<file path="config.mk">
export PLATFORM = sky130hd
export DESIGN_NAME = adc_seq_ctrl
export DESIGN_NICKNAME = d
export VERILOG_FILES = /design/src/rtl/adc_seq_pkg.sv /design/src/rtl/adc_eoc_flag.sv /design/src/rtl/adc_seq_fsm.sv /design/src/rtl/adc_seq_ctrl.sv
export SDC_FILE = /design/constraint.sdc
export NUM_CORES = 1
export LEC_CHECK = 0
export BUFFER_PORTS_ARGS = -buffer_cell sky130_fd_sc_hd__buf_2
export CAP_MARGIN = 25
export CORE_MARGIN = 4
export CORE_UTILIZATION = 25
export CTS_BUF_LIST = sky130_fd_sc_hd__clkbuf_16
export CTS_CLUSTER_DIAMETER = 150
export DETAILED_ROUTE_END_ITERATION = 8
export SLEW_MARGIN = 20
export SYNTH_ARGS = -nofsm -noshare
export SYNTH_HDL_FRONTEND = slang
export SYNTH_SLANG_ARGS = --single-unit
</file>
<file path="constraint.sdc">
create_clock -name clk -period 3.93 [get_ports clk]
set_input_delay 0.1965 -clock clk [delete_from_list [all_inputs] [get_ports clk]]
set_output_delay 0.1965 -clock clk [all_outputs]
set_load 0.01 [all_outputs]
</file>
<file path="src/rtl/adc_seq_pkg.sv">
package adc_seq_pkg;
    typedef enum logic [1:0] {
        SEQ_IDLE  = 2'd0,
        SEQ_ISSUE = 2'd1,
        SEQ_WAIT  = 2'd2
    } seq_state_e;
endpackage

</file>
<file path="src/rtl/adc_eoc_flag.sv">
module adc_eoc_flag (
    input  logic clk,
    input  logic rst_n,
    input  logic standby,
    input  logic set_evt,
    input  logic rd_stb,
    input  logic clr_wr,
    input  logic dma_ack,
    output logic flag
);
    logic flag_q, armed_q;
    logic clr_now;

    // a set in the same cycle outranks any clear
    assign clr_now = ~set_evt & (dma_ack | (clr_wr & armed_q));

    always_ff @(posedge clk or negedge rst_n) begin
        if (!rst_n) begin
            flag_q  <= 1'b0;
            armed_q <= 1'b0;
        end else if (standby) begin
            flag_q  <= 1'b0;
            armed_q <= 1'b0;
        end else begin
            if (set_evt)      flag_q <= 1'b1;
            else if (clr_now) flag_q <= 1'b0;
            if (clr_now)                armed_q <= 1'b0;
            else if (rd_stb && flag_q)  armed_q <= 1'b1;
        end
    end

    assign flag = flag_q;

    // the flag only ever falls through an armed write, a DMA ack or standby
    assert_clear_needs_read_R6: assert property (@(posedge clk) disable iff (!rst_n)
        $fell(flag_q) |-> $past(dma_ack || standby || (clr_wr && armed_q)));
endmodule

</file>
<file path="src/rtl/adc_seq_fsm.sv">
module adc_seq_fsm
    import adc_seq_pkg::*;
#(
    parameter int CH_W = 3
) (
    input  logic            clk,
    input  logic            rst_n,
    input  logic            go,
    input  logic            halt,
    input  logic            scan,
    input  logic [CH_W-1:0] chan_sel,
    input  logic            conv_done,
    output logic            conv_start,
    output logic [CH_W-1:0] conv_chan,
    output logic            pass_done,
    output logic            single_end
);
    seq_state_e      st_q, st_d;
    logic [CH_W-1:0] cur_q, cur_d;
    logic            run_ok, last_ch, finish;

    assign run_ok  = go & ~halt;
    assign last_ch = (cur_q == chan_sel);
    assign finish  = (st_q == SEQ_WAIT) & run_ok & conv_done;

    // state register
    always_ff @(posedge clk or negedge rst_n) begin
        if (!rst_n) begin
            st_q  <= SEQ_IDLE;
            cur_q <= '0;
        end else begin
            st_q  <= st_d;
            cur_q <= cur_d;
        end
    end

    // next state
    always_comb begin
        st_d  = st_q;
        cur_d = cur_q;
        unique case (st_q)
            SEQ_IDLE: begin
                if (run_ok) begin
                    st_d  = SEQ_ISSUE;
                    cur_d = scan ? '0 : chan_sel;
                end
            end
            SEQ_ISSUE: begin
                st_d = run_ok ? SEQ_WAIT : SEQ_IDLE;
            end
            SEQ_WAIT: begin
                if (!run_ok) begin
                    st_d = SEQ_IDLE;
                end else if (conv_done) begin
                    if (!scan) begin
                        st_d = SEQ_IDLE;
                    end else begin
                        st_d  = SEQ_ISSUE;
                        cur_d = last_ch ? '0 : cur_q + CH_W'(1);
                    end
                end
            end
            default: st_d = SEQ_IDLE;
        endcase
    end

    // outputs
    always_comb begin
        conv_start = (st_q == SEQ_ISSUE) & run_ok;
        conv_chan  = cur_q;
        pass_done  = finish & (~scan | last_ch);
        single_end = finish & ~scan;
    end

    // the start request is a single-cycle pulse
    assert_start_pulse_R3: assert property (@(posedge clk) disable iff (!rst_n)
        conv_start |=> !conv_start);
    // a completed single conversion returns the sequencer to idle
    assert_single_idle_R3: assert property (@(posedge clk) disable iff (!rst_n)
        single_end |=> st_q == SEQ_IDLE);
endmodule

</file>
<file path="src/rtl/adc_seq_ctrl.sv">
module adc_seq_ctrl #(
    parameter int CH_W = 3
) (
    input  logic              clk,
    input  logic              rst_n,
    input  logic              standby,
    input  logic              bus_sel,
    input  logic              bus_wr,
    input  logic [CH_W+4:0]   bus_wdata,
    output logic [CH_W+4:0]   bus_rdata,
    input  logic              trig,
    input  logic              dma_ack,
    input  logic              conv_done,
    output logic              conv_start,
    output logic [CH_W-1:0]   conv_chan,
    output logic              clk_sel,
    output logic              irq
);
    localparam int POS_CLK  = CH_W;
    localparam int POS_SCAN = CH_W + 1;
    localparam int POS_GO   = CH_W + 2;
    localparam int POS_IE   = CH_W + 3;
    localparam int POS_FLAG = CH_W + 4;

    logic            irq_en_q, go_q, scan_q, clk_sel_q, trig_q, go_d;
    logic [CH_W-1:0] chan_q;
    logic            wr_stb, rd_stb, trig_rise, halt;
    logic            flag, pass_done, single_end;

    assign wr_stb    = bus_sel & bus_wr;
    assign rd_stb    = bus_sel & ~bus_wr;
    assign trig_rise = trig & ~trig_q;
    assign halt      = standby | (wr_stb & ~bus_wdata[POS_GO]);

    always_comb begin
        go_d = go_q;
        if (single_end) go_d = 1'b0;
        if (wr_stb)     go_d = bus_wdata[POS_GO];
        if (trig_rise)  go_d = 1'b1;
        if (standby)    go_d = 1'b0;
    end

    always_ff @(posedge clk or negedge rst_n) begin
        if (!rst_n) begin
            irq_en_q  <= 1'b0;
            go_q      <= 1'b0;
            scan_q    <= 1'b0;
            clk_sel_q <= 1'b0;
            chan_q    <= '0;
            trig_q    <= 1'b0;
        end else begin
            trig_q <= trig;
            go_q   <= go_d;
            if (standby) begin
                irq_en_q  <= 1'b0;
                scan_q    <= 1'b0;
                clk_sel_q <= 1'b0;
                chan_q    <= '0;
            end else if (wr_stb) begin
                irq_en_q  <= bus_wdata[POS_IE];
                scan_q    <= bus_wdata[POS_SCAN];
                clk_sel_q <= bus_wdata[POS_CLK];
                chan_q    <= bus_wdata[CH_W-1:0];
            end
        end
    end

    adc_eoc_flag u_flag (
        .clk     (clk),
        .rst_n   (rst_n),
        .standby (standby),
        .set_evt (pass_done),
        .rd_stb  (rd_stb),
        .clr_wr  (wr_stb & ~bus_wdata[POS_FLAG]),
        .dma_ack (dma_ack),
        .flag    (flag)
    );

    adc_seq_fsm #(.CH_W(CH_W)) u_fsm (
        .clk        (clk),
        .rst_n      (rst_n),
        .go         (go_q),
        .halt       (halt),
        .scan       (scan_q),
        .chan_sel   (chan_q),
        .conv_done  (conv_done),
        .conv_start (conv_start),
        .conv_chan  (conv_chan),
        .pass_done  (pass_done),
        .single_end (single_end)
    );

    assign bus_rdata = {flag, irq_en_q, go_q, scan_q, clk_sel_q, chan_q};
    assign clk_sel   = clk_sel_q;
    assign irq       = flag & irq_en_q;

    // standby leaves the whole register at zero
    assert_standby_zero_R1: assert property (@(posedge clk) disable iff (!rst_n)
        standby |=> (bus_rdata == '0) && !conv_start);
    // a completed pass always shows up as a set flag
    assert_pass_sets_flag_R5: assert property (@(posedge clk) disable iff (!rst_n)
        pass_done |=> bus_rdata[POS_FLAG]);
    // a DMA acknowledge without a coincident set empties the flag
    assert_dma_clears_R7: assert property (@(posedge clk) disable iff (!rst_n)
        (dma_ack && !pass_done) |=> !bus_rdata[POS_FLAG]);
endmodule

</file>
# After elaboration in Yosys (flattened, before gate mapping)
# Index checks and enable logic that the tools add are counted.
[classes]
muxes = 31
addsub = 1
bitwise = 24
n_eq_ne = 8
n_reduce_logical = 9
[op_table]
columns = ["cell", "count"]
rows = [
  ["$mux 3", 8],
  ["$mux 1", 17],
  ["$and 1x1->1", 14],
  ["$mux 2", 4],
  ["$not 1->1", 7],
  ["$pmux 2 s3", 1],
  ["$pmux 3 s2", 1],
  ["$reduce_bool 3->1", 2],
  ["$reduce_and 5->1", 1],
  ["$ne 2x1->1 const B", 2],
  ["$ne 2x2->1 const B", 2],
  ["$reduce_bool 2->1", 2],
  ["$reduce_bool 4->1", 1],
  ["$add 3x1->3 const B", 1],
  ["$eq 3x3->1", 1],
  ["$ne 3x3->1 const B", 1],
  ["$or 1x1->1", 3],
  ["$eq 2x1->1 const B", 1],
  ["$eq 2x2->1 const B", 1],
  ["$logic_not 2->1", 1],
  ["$reduce_and 2->1", 1],
  ["$logic_and 1x1->1", 1],
]
[totals]
in_bits = 16
ff_bits = 15
output_inout_bits = 14

# Logic depth before layout (Yosys ltp)
[logic_depth]
depth_word = 13
depth_mapped = 5

# By module
# A second synthesis with hierarchy kept.
[unflattened]
hier_cells = 87
area_unflattened_um2 = 818.3
[by_module_without_submodules]
columns = ["module", "cells_each", "seq_area_each_um2", "instances", "area_each_um2"]
rows = [
  ["adc_seq_ctrl", 43, 200.2, 1, 387.9],
  ["adc_seq_fsm", 36, 125.1, 1, 339.1],
  ["adc_eoc_flag", 8, 50.0, 1, 91.3],
]

# Least setup slack after synthesis
# No wires, ideal clock.
[synth_path]
path_type = "register to register"
from = "register chan_q[2]"
to = "register u_flag.armed_q"
stages_incl_launch_ff = 5
path_slack_ns = 2.571
setup_ns = 0.087
arrival_ns = 1.272
path_cell_list = "dfrtp_1 > xnor2_1 > nand3_2 > a211o_1 > a211oi_2"
[synth_between]
elab_chain_cells = 7
elab_cells_between_ends = 8
classes_between = "eq/ne (1); mux (2); bitwise (4); reduce/logical (1)"
[synth_lines]
columns = ["item", "line_no", "rtl"]
rows = [
  ["start: declaration", "adc_seq_ctrl.sv:26", "logic [CH_W-1:0] chan_q;"],
  ["start signal: assignment", "adc_seq_ctrl.sv:63", "chan_q <= bus_wdata[CH_W-1:0];"],
  ["$eq 3x3->1 *", "adc_seq_fsm.sv:23", "assign last_ch = (cur_q == chan_sel);"],
  ["$or 1x1->1 *", "adc_seq_fsm.sv:71", "pass_done = finish & (~scan | last_ch);"],
  ["$and 1x1->1 *", "adc_seq_fsm.sv:71", ""],
  ["$not 1->1 *", "adc_eoc_flag.sv:15", "assign clr_now = ~set_evt & (dma_ack | (clr_wr & armed_q));"],
  ["$and 1x1->1 *", "adc_eoc_flag.sv:15", ""],
  ["$mux 1", "adc_eoc_flag.sv:27", "if (clr_now) armed_q <= 1'b0;"],
  ["$mux 1", "adc_eoc_flag.sv:21", "end else if (standby) begin"],
  ["end signal: assignment", "adc_eoc_flag.sv:23", "armed_q <= 1'b0;"],
  ["end signal: assignment", "adc_eoc_flag.sv:27", ""],
  ["end signal: assignment", "adc_eoc_flag.sv:28", "else if (rd_stb && flag_q) armed_q <= 1'b1;"],
  ["end: declaration", "adc_eoc_flag.sv:11", "logic flag_q, armed_q;"],
]
# Every way passes the cells marked *; elsewhere a longest branch is shown, timed or not.
# A chain may end at the register's enable or synchronous reset.

# Worst setup path after layout
[layout_path]
from = "register chan_q[0]"
to = "register u_flag.armed_q"
# Same word-level chain as after synthesis.

==> results by group <==
Place
  – Placed Cells: between 150 and 200
  – Post-Place Cell Area: about 980 sq um
  – Gpl congestion: slightly above 0.8
  – IO buf count: 29
  – DP Wirelength: around 1500 microns

Min path
  – Hold worst-path end: trig_q
  – Cell depth of the worst hold path: 1
  – Hold path start: trig
  – Worst min path class: in -> reg

Floorplan
  – Effective utilization at floorplan: around a quarter
  – DIE HEIGHT: about 65 microns
  – Ports: 30
  – Die W: around 65 microns
  – Core area: between 3000 and 4000 sq um
  – Site row count: 20
  – Die area: around 4300 sq um

Layout
  – Antenna diode count: 0
  – Nets: about 130
  – Finished Cell Area: roughly 1100 sq um
  – Final std cells w/o fill: approximately 160
  – Area growth, synth to finish: 29.59%
  – Multi-input logic area: 391.6 sq um
  – Fillers: 340
  – Layout cells sized above 1: 35.09%
  – Utilization after layout: 34.44%
  – FF+latch area: roughly 380 sq um

Drt
  – Routed WL per cell: ~13 microns
  – Vias: 710
  – Vias per cell: 4.494
  – Pre-antenna DRT Iters: 4
  – Initial DRC count: 39
  – Antenna Nets Post-Route: 0
  – Post-route DRC: 0
  – Final wirelength: approximately 2000 microns

Setup path
  – Data arrival, critical path: between 1.5 and 2 ns
  – Reg2reg end: u_flag.armed_q
  – Crit path max-delay cell type: dfrtp_1
  – Crit path max fanout: 4
  – Critical Path RT: approximately 4.1 ns
  – Crit end category: flop
  – Crit path cell chain: xnor2_2 > nand3_2 > a211o_1 > a211oi_2
  – Reg2Reg Setup Slack: around 2.5 ns
  – Crit start category: flop
  – Max stage delay on crit path: around 0.43 ns
  – FF-to-FF Start: chan_q[0]
  – Worst setup path class: reg -> reg
  – Worst R2R Path Depth: 4

Timing
  – F_max: ~700 MHz
  – Worst slew margin: between 70% and 80%
  – Worst slew pin tran: 0.3390 ns
  – Final Hold Vio Count: 0
  – Setup TNS: 0 ns
  – Tmin final: ~1.4 ns
  – Period utilisation layout: a little over a third
  – RSZ-0062 raised after global routing: false
  – Fin. max-slew vios: 0
  – Final setup fails: 0
  – Final Skew: approximately 0.00057 ns

Logic synthesis
  – Synth Flop Type: dfrtp_1
  – Mapped Area: between 800 and 900 sq um
  – Netlist cell types: 32
  – Post-synth EDFFs: 0
  – Mapped Cells: 87
  – Synthesized Nets: 104
  – Register area share after synthesis: around 46%
  – Yosys warning count: 0
  – Mean Syn Cell Area: 9.477 sq um
  – Synth async-reset ratio: 100.0%
  – Seq cells post-synth: 15

Pwr
  – Worst-case vdd ir drop: around 0.00015 V
  – Pwr dens: 426.2 nW/um^2
  – Leak: ~0.5 nW

Global route
  – Antenna violations before repair: 0
  – GR Overflow Total: 0
  – Largest net degree at the start of global routing: 16
  – First-pass GRT wire length: between 3000 and 4000 microns
  – Total GRT Usage: under 10%
  – Vias in the first global route: 723

Clock tree
  – Post-CTS sizing: 0
  – CTS tree: done
  – Bufs on Longest Clock Path: 2
  – Clk sinks: 15
  – Root Buffer Master: clkbuf_16
  – Clock-pin slew on the worst setup and hold paths: ~0.05 ns
  – Clk_lat worst skew: 0.24 ns
  – H-tree Lvls: 1
  – Inserted Clock Buffers: 3

Run status
  – Outcome: finished clean

Run
  – Max-Cap Viols: 0
cell families (layout without fill, tap and decap cells):
| logic type | count (synthesis) | count (layout) | synth area share, % |
|---|---|---|---|
| XOR/XNOR | 3 | 3 | 5.008 |
| adder cells (fa/ha/maj) | 1 | 1 | 1.517 |
| flip-flops | 15 | 15 | 45.52 |
| AO/OA/AOI/OAI | 27 | 27 | 22.61 |
| buffers and inverters | 10 | 37 | 6.980 |
| AND/OR/NAND/NOR | 31 | 31 | 18.36 |
worst max path at each step:
stage / startpoint / to
after global placement: u_fsm.conv_chan[0] / u_flag.armed_q
after global routing: chan_q[2] / u_flag.armed_q
after CTS: chan_q[1] / u_flag.armed_q
after detailed placement: chan_q[1] / u_flag.armed_q
final: chan_q[0] / u_flag.armed_q
after floorplan: chan_q[2] / u_flag.armed_q
through the flow:
step | power (mW) | hold slack [ns] | worst slack [ns]
2_1_floorplan | 0.2346 | -0.09909 | 2.571
3_3_place_gp | 0.2626 | 0.1232 | 2.574
3_5_place_dp | 0.2647 | 0.1252 | 2.503
4_1_cts | 0.4631 | 0.08011 | 2.487
5_1_grt | 0.4808 | 0.08160 | 2.411
6_report | 0.4554 | 0.07892 | 2.496
cell type report:
cell class	instances	area share, %
well taps	44	5.152
repair buffers	30	14.52
clock inverters	1	0.4684
flip-flops and latches	15	35.13
inverters	3	1.054
clock buffers	3	7.026
multi-input cells	62	36.65
Yosys cell counts (2+ instances only):
cell | number | area share, %
inv_1 | 3 | 1.4
nor2b_1 | 2 | 1.5
dfrtp_1 | 15 | 46
buf_4 | 5 | 4.6
and2_1 | 2 | 1.5
nor2_1 | 6 | 2.7
nand2b_1 | 3 | 2.3
a21oi_1 | 11 | 6.7
o21ai_0 | 2 | 1.2
nand2_1 | 15 | 6.8
xnor2_2 | 2 | 3.9
power breakdown:
group	switching [mW]	total (mW)	internal, mW	leakage (nW)
clock	0.0575	0.193	0.135	0.0409
combinational	0.0430	0.0806	0.0376	0.266
sequential	0.0156	0.182	0.166	0.199
total	0.116	0.455	0.339	0.506
sequential cells by signal, indices dropped and copies added, names as in the netlist:
name	cells
go_q	1
trig_q	1
u_fsm.st_q	2
u_flag.flag	1
u_fsm.conv_chan	3
u_flag.armed_q	1
irq_en_q	1
chan_q	3
clk_sel	1
scan_q	1
cell usage in the layout (no fill, tap or decap), types with 2 or more instances in the layout:
cell,n
clkbuf_16,3
a21oi_1,11
nor2_1,6
xnor2_2,2
nand2b_1,3
inv_1,3
and2_1,2
o21ai_0,2
dfrtp_1,15
nand2_1,15
buf_2,29
nor2b_1,2
timing repair:
item / CTS / global route
setup endpoints to repair: 0 / 0
hold buffers: 1 / 0
endpoints found under the hold margin: 15 / 0
setup buffers: 0 / 0
worst max-delay path: cells and delay by family, from the launching register on:
family | cells | cell delay, ns
AOI/OAI and AO/OA | 2 | 0.55
DFF | 1 | 0.43
xor gates and xnor gates | 1 | 0.24
and+or+nand+nor | 1 | 0.13
metal layers:
metal	share of wire, %	routed length [microns]	global-route usage [%]
met5	0	0	0
met4	0.55	11	4.404
met3	9.2	184	3.419
met2	49	991	15.68
met1	41	816	11.95
(Power assumes the default switching activity.)
